$ cat src/rtl/audio_clkgen_pkg.sv
package audio_clkgen_pkg;

  typedef enum logic [1:0] {
    FMT_I2S   = 2'd0,
    FMT_LEFT  = 2'd1,
    FMT_DSP_A = 2'd2,
    FMT_DSP_B = 2'd3
  } fmt_e;

  function automatic logic fmt_is_dsp(fmt_e f);
    return f == FMT_DSP_A || f == FMT_DSP_B;
  endfunction

  // I2S idles high (active low); the others idle low unless inverted
  function automatic logic fs_active_level(fmt_e f, logic inv);
    return inv ^ (f != FMT_I2S);
  endfunction

endpackage

$ cat src/rtl/audio_clkgen_cfg.sv
module audio_clkgen_cfg
  import audio_clkgen_pkg::*;
#(
  parameter int unsigned DIV_W = 8,
  parameter int unsigned PER_W = 12,
  parameter int unsigned WID_W = 8
) (
  input  logic             clk_i,
  input  logic             rst_ni,
  input  logic             en_i,
  input  logic             we_i,
  input  logic             master_i,
  input  logic [DIV_W-1:0] div_i,
  input  logic [PER_W-1:0] fper_i,
  input  logic [WID_W-1:0] fwid_i,
  input  logic [1:0]       fmt_i,
  input  logic             bclk_inv_i,
  input  logic             fs_inv_i,
  output logic             master_o,
  output logic [DIV_W-1:0] div_o,
  output logic [PER_W-1:0] fper_o,
  output logic [WID_W-1:0] fwid_o,
  output fmt_e             fmt_o,
  output logic             bclk_inv_o,
  output logic             fs_inv_o
);

  always_ff @(posedge clk_i or negedge rst_ni) begin
    if (!rst_ni) begin
      master_o   <= 1'b0;
      div_o      <= '0;
      fper_o     <= '0;
      fwid_o     <= '0;
      fmt_o      <= FMT_I2S;
      bclk_inv_o <= 1'b0;
      fs_inv_o   <= 1'b0;
    end else if (we_i && !en_i) begin
      master_o   <= master_i;
      div_o      <= div_i;
      fper_o     <= fper_i;
      fwid_o     <= fwid_i;
      fmt_o      <= fmt_e'(fmt_i);
      bclk_inv_o <= bclk_inv_i;
      fs_inv_o   <= fs_inv_i;
    end
  end

endmodule

$ cat src/rtl/audio_clkgen_bitdiv.sv
module audio_clkgen_bitdiv #(
  parameter int unsigned DIV_W = 8
) (
  input  logic             clk_i,
  input  logic             rst_ni,
  input  logic             run_i,
  input  logic [DIV_W-1:0] div_i,
  output logic             tick_o,
  output logic             bclk_o
);

  localparam int unsigned CNT_W = DIV_W + 1;

  logic [DIV_W-1:0] ph_q, ph_nxt;
  logic [CNT_W-1:0] half;

  // low phase length: floor((div+1)/2)
  assign half   = ({1'b0, div_i} + CNT_W'(1)) >> 1;
  assign tick_o = run_i && (ph_q == div_i);
  assign ph_nxt = tick_o ? '0 : ph_q + 1'b1;

  always_ff @(posedge clk_i or negedge rst_ni) begin
    if (!rst_ni) begin
      ph_q   <= '0;
      bclk_o <= 1'b0;
    end else if (!run_i) begin
      ph_q   <= '0;
      bclk_o <= 1'b0;
    end else begin
      ph_q   <= ph_nxt;
      bclk_o <= ({1'b0, ph_nxt} >= half);
    end
  end

endmodule

$ cat src/rtl/audio_clkgen_frame.sv
module audio_clkgen_frame #(
  parameter int unsigned PER_W = 12,
  parameter int unsigned WID_W = 8
) (
  input  logic             clk_i,
  input  logic             rst_ni,
  input  logic             run_i,
  input  logic             tick_i,
  input  logic             dsp_i,
  input  logic [PER_W-1:0] fper_i,
  input  logic [WID_W-1:0] fwid_i,
  output logic             fs_act_o,
  output logic             fstart_o
);

  localparam int unsigned CMP_W = ((PER_W > WID_W) ? PER_W : WID_W) + 1;

  logic [PER_W-1:0] bcnt_q, bcnt_nxt;
  logic             started_q, started_nxt;
  logic             wrap;
  logic [CMP_W-1:0] width;

  assign wrap        = tick_i && (bcnt_q == fper_i);
  assign bcnt_nxt    = wrap ? '0 : bcnt_q + 1'b1;
  assign started_nxt = started_q | wrap;
  assign width       = dsp_i ? CMP_W'(1) : CMP_W'(fwid_i) + CMP_W'(1);

  always_ff @(posedge clk_i or negedge rst_ni) begin
    if (!rst_ni) begin
      bcnt_q    <= '0;
      started_q <= 1'b0;
      fs_act_o  <= 1'b0;
      fstart_o  <= 1'b0;
    end else if (!run_i) begin
      bcnt_q    <= '0;
      started_q <= 1'b0;
      fs_act_o  <= 1'b0;
      fstart_o  <= 1'b0;
    end else begin
      fstart_o <= wrap;
      if (tick_i) begin
        bcnt_q    <= bcnt_nxt;
        started_q <= started_nxt;
        fs_act_o  <= started_nxt && (CMP_W'(bcnt_nxt) < width);
      end
    end
  end

endmodule

$ cat src/rtl/audio_clkgen.sv
module audio_clkgen
  import audio_clkgen_pkg::*;
#(
  parameter int unsigned DIV_W = 8,
  parameter int unsigned PER_W = 12,
  parameter int unsigned WID_W = 8
) (
  input  logic             clk_i,
  input  logic             rst_ni,
  input  logic             en_i,
  input  logic             cfg_we_i,
  input  logic             master_i,
  input  logic [DIV_W-1:0] div_i,
  input  logic [PER_W-1:0] fper_i,
  input  logic [WID_W-1:0] fwid_i,
  input  logic [1:0]       fmt_i,
  input  logic             bclk_inv_i,
  input  logic             fs_inv_i,
  input  logic             ext_bclk_i,
  input  logic             ext_fs_i,
  output logic             bclk_o,
  output logic             fs_o,
  output logic             frame_start_o
);

  logic             cfg_master, cfg_bclk_inv, cfg_fs_inv;
  logic [DIV_W-1:0] cfg_div;
  logic [PER_W-1:0] cfg_fper;
  logic [WID_W-1:0] cfg_fwid;
  fmt_e             cfg_fmt;
  logic             run, tick, bclk_raw, fs_act, fstart, act_lvl;

  audio_clkgen_cfg #(.DIV_W(DIV_W), .PER_W(PER_W), .WID_W(WID_W)) cfg_i (
    .clk_i      (clk_i),
    .rst_ni     (rst_ni),
    .en_i       (en_i),
    .we_i       (cfg_we_i),
    .master_i   (master_i),
    .div_i      (div_i),
    .fper_i     (fper_i),
    .fwid_i     (fwid_i),
    .fmt_i      (fmt_i),
    .bclk_inv_i (bclk_inv_i),
    .fs_inv_i   (fs_inv_i),
    .master_o   (cfg_master),
    .div_o      (cfg_div),
    .fper_o     (cfg_fper),
    .fwid_o     (cfg_fwid),
    .fmt_o      (cfg_fmt),
    .bclk_inv_o (cfg_bclk_inv),
    .fs_inv_o   (cfg_fs_inv)
  );

  assign run = en_i && cfg_master;

  audio_clkgen_bitdiv #(.DIV_W(DIV_W)) bitdiv_i (
    .clk_i  (clk_i),
    .rst_ni (rst_ni),
    .run_i  (run),
    .div_i  (cfg_div),
    .tick_o (tick),
    .bclk_o (bclk_raw)
  );

  audio_clkgen_frame #(.PER_W(PER_W), .WID_W(WID_W)) frame_i (
    .clk_i    (clk_i),
    .rst_ni   (rst_ni),
    .run_i    (run),
    .tick_i   (tick),
    .dsp_i    (fmt_is_dsp(cfg_fmt)),
    .fper_i   (cfg_fper),
    .fwid_i   (cfg_fwid),
    .fs_act_o (fs_act),
    .fstart_o (fstart)
  );

  assign act_lvl       = fs_active_level(cfg_fmt, cfg_fs_inv);
  assign bclk_o        = cfg_master ? (bclk_raw ^ cfg_bclk_inv) : ext_bclk_i;
  assign fs_o          = cfg_master ? (fs_act ? act_lvl : ~act_lvl) : ext_fs_i;
  assign frame_start_o = fstart;

endmodule

$ cat config.mk
export PLATFORM = sky130hd
export DESIGN_NAME = audio_clkgen
export DESIGN_NICKNAME = d
export VERILOG_FILES = /design/src/rtl/audio_clkgen_pkg.sv /design/src/rtl/audio_clkgen_cfg.sv /design/src/rtl/audio_clkgen_bitdiv.sv /design/src/rtl/audio_clkgen_frame.sv /design/src/rtl/audio_clkgen.sv
export SDC_FILE = /design/constraint.sdc
export NUM_CORES = 1
export LEC_CHECK = 0
export CELL_PAD_IN_SITES_DETAIL_PLACEMENT = 1
export CELL_PAD_IN_SITES_GLOBAL_PLACEMENT = 1
export CORE_ASPECT_RATIO = 0.75
export CORE_MARGIN = 3
export CORE_UTILIZATION = 39
export DETAILED_ROUTE_END_ITERATION = 10
export PLACE_DENSITY = 0.86
export SLEW_MARGIN = 20
export SYNTH_ARGS = -nofsm -noshare
export SYNTH_HDL_FRONTEND = slang
export SYNTH_SLANG_ARGS = --single-unit
export TNS_END_PERCENT = 100
$ cat constraint.sdc
create_clock -name clk_i -period 2.5 [get_ports clk_i]
set_input_delay 0.5 -clock clk_i [delete_from_list [all_inputs] [get_ports clk_i]]
set_output_delay 0.5 -clock clk_i [all_outputs]
set_load 0.05 [all_outputs]
== After elaboration in Yosys (flattened, before gate mapping) ==
Index checks and enable logic that the tools add are counted.
Storage, ports and cells
  input port bits: 39
  register bits: 57
  word-level logic and storage cells: 51
Operators by class
  reductions and logical operators: 8
  magnitude comparators: 2
  equal/unequal tests: 5
  bitwise operators: 4
  mux-type cells: 15
  add/subtract/negate cells: 4
Operators with widths (count)
  12-bit two-way mux: 3
  8-bit by 1-bit adder with 9-bit output (second input constant): 2
  8-bit two-way mux: 2
  12-bit by 13-bit < comparator with 1-bit output: 1
  13-bit two-way mux: 1
  12-bit by 1-bit adder with 12-bit output (second input constant): 1
  12-bit equality test: 1
  1-bit two-way mux: 9
  8-bit by 1-bit adder with 8-bit output (second input constant): 1
  8-bit equality test: 1
  8-bit >= comparator: 1
  1-bit logical AND: 5
  2-bit equality test (second input constant): 2
  2-bit != test (second input constant): 1
  2-bit nonzero test: 1
  1-bit XOR: 2
  1-bit logical NOT: 1
  1-bit logical OR: 1
  1-bit NOT: 1
  1-bit bitwise OR: 1

== Longest topological paths before layout ==
  depth after elaboration: 8
  mapped depth: 12
  mapped depth without buffers: 12

== Cells and area by module ==
From an unflattened synthesis, not the netlist that was laid out.
Second synthesis, totals
  cell total of the unflattened synthesis: 345
  area total of the unflattened synthesis: 3744.8 sq um
By module, submodules not included
  audio_clkgen_frame: instances 1, cells each 177, sequential area each 375.4 sq um, area each 1496.4 sq um
  audio_clkgen_cfg: instances 1, cells each 71, sequential area each 825.8 sq um, area each 1395.1 sq um
  audio_clkgen_bitdiv: instances 1, cells each 88, sequential area each 225.2 sq um, area each 789.5 sq um
  audio_clkgen: instances 1, cells each 9, sequential area each 0.0 sq um, area each 63.8 sq um

== Worst setup path before layout ==
No wires, ideal clock.
  path kind: flip-flop to flip-flop
  start: register cfg_i.div_o[6]
  end: register frame_i.fs_act_o
  period minus slack after synthesis: 2668 ps
  arrival: 2585 ps
  path slack: -168 ps
  data required time: 2417 ps
  setup time: 83 ps
  stages on the path, launching flop included: 11
  cell sequence: dfrtp_1 -> xnor2_1 -> nand2_1 -> or4_4 -> nor3_4 -> nor2_1 -> ha_1 -> nand4_1 -> o31ai_1 -> o41a_1 -> o21ai_0
On the way
  longest elaborated chain between the ends: 8
RTL lines
  start: declaration: line audio_clkgen_cfg.sv:20  | output logic [DIV_W-1:0] div_o,
  start signal: assignment: line audio_clkgen_cfg.sv:39  | div_o <= div_i;
  8-bit equality test *: line audio_clkgen_bitdiv.sv:19  | assign tick_o = run_i && (ph_q == div_i);
  1-bit logical AND *: line audio_clkgen_bitdiv.sv:19
  1-bit logical AND: line audio_clkgen_frame.sv:23  | assign wrap = tick_i && (bcnt_q == fper_i);
  12-bit two-way mux: line audio_clkgen_frame.sv:24  | assign bcnt_nxt = wrap ? '0 : bcnt_q + 1'b1;
  12-bit by 13-bit < comparator with 1-bit output: line audio_clkgen_frame.sv:44  | fs_act_o <= started_nxt && (CMP_W'(bcnt_nxt) < width);
  1-bit logical AND: line audio_clkgen_frame.sv:44
  1-bit two-way mux: line audio_clkgen_frame.sv:41  | if (tick_i) begin
  1-bit two-way mux: line audio_clkgen_frame.sv:34  | end else if (!run_i) begin
  end signal: assignment: line audio_clkgen_frame.sv:44
  end: declaration: line audio_clkgen_frame.sv:12  | output logic fs_act_o,
Mark *: on every way between the ends. The rest lies on a longest branch, timed or not. The select of a mux whose other input is x is not followed.
A chain may end at the register's enable or synchronous reset.

== Final worst setup path ==
  start: register cfg_i.div_o[1]
  end: register frame_i.fs_act_o
Same word-level chain as after synthesis.

==> qor.yml <==
clock_tree:
  cts_tree: "built"
  clockBufferDepth: 2
  clk_latency_ps: 330
  cts-root-buf: "clkbuf_16"
  cts_made_buffers: 9
  clk_pin_slew_ps: 50
  hold_buffers: 0
  cts_max_level: 3
  clock-sinks: 57
global_route:
  grt-ovfl-total: 0
  grt_pass1_vias: 3377
  grt.total_usage: 0.240
  antenna_found_initial: 0
  grt_first_pass_wirelength_mm: 18.1
  grt_max_degree: 36
timing:
  worst_slew_pin_slew_ps: 560
  relSlewSlack: 0.626
  period_needed_ps: 2990
  tns_ps: -872
  whs_ps: 159
  setup_violations: 2
  drv_slew: 0
  fin_ws_ps: -491
  final.setup_skew_ps: 7.25
  layout_worst_path_cycle_share: 1.20
  rsz0062_at_grt: "true"
  hold_viol_final: 0
  fmax_mhz: 334
layout:
  multi_input_area_um2: 2030
  n_fill_cell: 921
  fin_nets: 500
  final_cell_mix: "58 x buf_4, 57 x dfrtp_1, 38 x clkdlybuf4s50_1"
  diodes: 0
  layout_commonest_cell: "buf_4"
  drive_gt1_frac: 0.291
  area_growth_pct: 39.6
  register_area_um2: 1430
logic_synthesis:
  synth_fp_nets: 401
  ys.flop_type: "dfrtp_1"
  ys_warn_count: 0
  synth_edf_count: 0
  ys_ff_latch: 57
  synth_cells: 342
  synth-async-reset-ratio: 1.00
  synth.avg_cell_area_um2: 10.1
  synth_area_um2: 3440
  ys_seq_area_frac: 0.415
  synth.distinct_cells: 42
worst_hold_path:
  hp-class: "primary input to async pin"
power:
  p_per_area_nw_per_um2: 601
  p_leak_nw: 2.10
  ir_drop_mv: 0.272
placed_design:
  io_buffers: 41
  place_congestion: 0.911
  dp_hpwl_mm: 8.00
  pre_cts_slack_ps: -573
status:
  violations: "negative setup slack"
  status: "complete, but fails checks"
setup_path:
  critPathKind: "register to register"
  start_kind: "register"
  worstPathCellList: "xnor2_2 > nand2_1 > or4_4 > nor3_4 > buf_12 > a21oi_2 > ha_1 > nand4_1 > nor4_2 > nor3_2 > o2111ai_1 > o21ai_1"
  cp_slowest_cell: "or4_4"
  cp.arrival_ps: 3200
  slowest_delay_ps: 580
  crit_required_ps: 2710
  cp_max_fo: 9
  cp-end-kind: "register"
detailed_routing:
  drt_iter0_drc: 228
  wl_per_cell_um: 20.4
  drt-pass1-iter-count: 5
  drcViolationCount: 0
  wirelength_mm: 11.3
  viasPerCell: 5.66
  ant_nets: 0
  route.vias.total: 3133
die:
  io_pins: 42
  die_w_um: 114
  rows: 29
  start_util: 0.404
  coreArea_um2: 8530
  fp.dieH_um: 87.3
  die_area_um2: 10000
job:
  cap_viol_max_count: 0
logic make-up after synthesis:
family | share of synthesized area
mux | 0.105
compound gates | 0.0964
xor+xnor | 0.112
buf+inv | 0.0291
fa+ha+maj | 0.0727
simple gates | 0.171
flops | 0.415
through the flow:
| step | cell area, µm² | utilization | std cells | power, mW |
|---|---|---|---|---|
| floorplan | 3480 | - | 342 | 1.44 |
| CTS | 4740 | 0.555 | 552 | 2.86 |
| finish | 4800 | 0.563 | 554 | 2.89 |
| global placement | 4380 | 0.514 | 529 | 1.69 |
| detailed placement | 4380 | 0.514 | 529 | 1.74 |
| global route | 4800 | 0.563 | 554 | 3.02 |
registers in the layout, indices dropped and copies added, names as in the netlist, 2 cells and up:
signal          flops
cfg_i.fper_o       12
cfg_i.fmt_o         2
cfg_i.div_o         8
cfg_i.fwid_o        8
frame_i.bcnt_q     12
bitdiv_i.ph_q       8
routing by layer:
metal,global-route usage,up-vias,part of all wire
met5,0,-,0
met3,0.0507,25,0.059
met1,0.299,1552,0.44
met2,0.405,133,0.48
li1,-,1423,-
met4,0.0960,0,0.029
final timing paths:
check	startpoint	to	slack, ps	cells after the start
setup / recovery	cfg_i.div_o[1]$_DFFE_PN0P_	frame_i.fs_act_o$_DFFE_PN0P_	-490	12
setup reg to reg	cfg_i.div_o[1]$_DFFE_PN0P_	frame_i.fs_act_o$_DFFE_PN0P_	-490	12
min in group clk_i	cfg_i.fmt_o[0]$_DFFE_PN0P_	cfg_i.fmt_o[0]$_DFFE_PN0P_	510	1
hold reg to reg	cfg_i.fmt_o[0]$_DFFE_PN0P_	cfg_i.fmt_o[0]$_DFFE_PN0P_	510	1
hold / removal	rst_ni	frame_i.fstart_o$_DFF_PN0_	160	1
max in group asynchronous	rst_ni	bitdiv_i.ph_q[7]$_DFF_PN0_	1650	2
cell type report:
class | instances | share of cell area
Clock inverter | 4 | 0.00417
Tap cell | 108 | 0.0281
Timing Repair Buffer | 102 | 0.190
Sequential cell | 57 | 0.297
Clock buffer | 12 | 0.0492
Multi-Input combinational cell | 260 | 0.423
Inverter | 11 | 0.00860
power by group:
group          internal [mW]  leakage [nW]  switching (mW)
combinational          0.374          1.25           0.324
clock                  0.663         0.130           0.436
sequential              1.01         0.723          0.0836
synth_stat cells, drive strengths merged (7+ instances only):
| cell type | count | area (µm²) |
|---|---|---|
| inv | 11 | 41.3 |
| ha | 20 | 250 |
| mux2 | 32 | 360 |
| o21ai | 11 | 55.1 |
| nand2 | 27 | 101 |
| nand2b | 10 | 62.6 |
| clkbuf | 12 | 48.8 |
| xnor2 | 20 | 175 |
| a31oi | 9 | 56.3 |
| nand3 | 18 | 90.1 |
| dfrtp | 57 | 1430 |
| xor2 | 24 | 210 |
| nor2 | 22 | 85.1 |
| a21oi | 7 | 35.0 |
timing repair:
item / in CTS / in global routing
pin swaps: 6 / 9
endpoints found under the setup margin: 2 / 2
gates resized for setup: 6 / 8
setup buffers: 7 / 2
critical path: cells and delay by family, from the launching register on:
kind                     cells  cell delay (ps)
AND/OR/NAND/NOR              6             1530
flip-flops                   1              420
XOR/XNOR                     1              190
AO/OA/AOI/OAI                3              250
adder cells (fa/ha/maj)      1              310
buffers and inverters        1              150
Note: power is estimated with default switching activity, not from simulation.
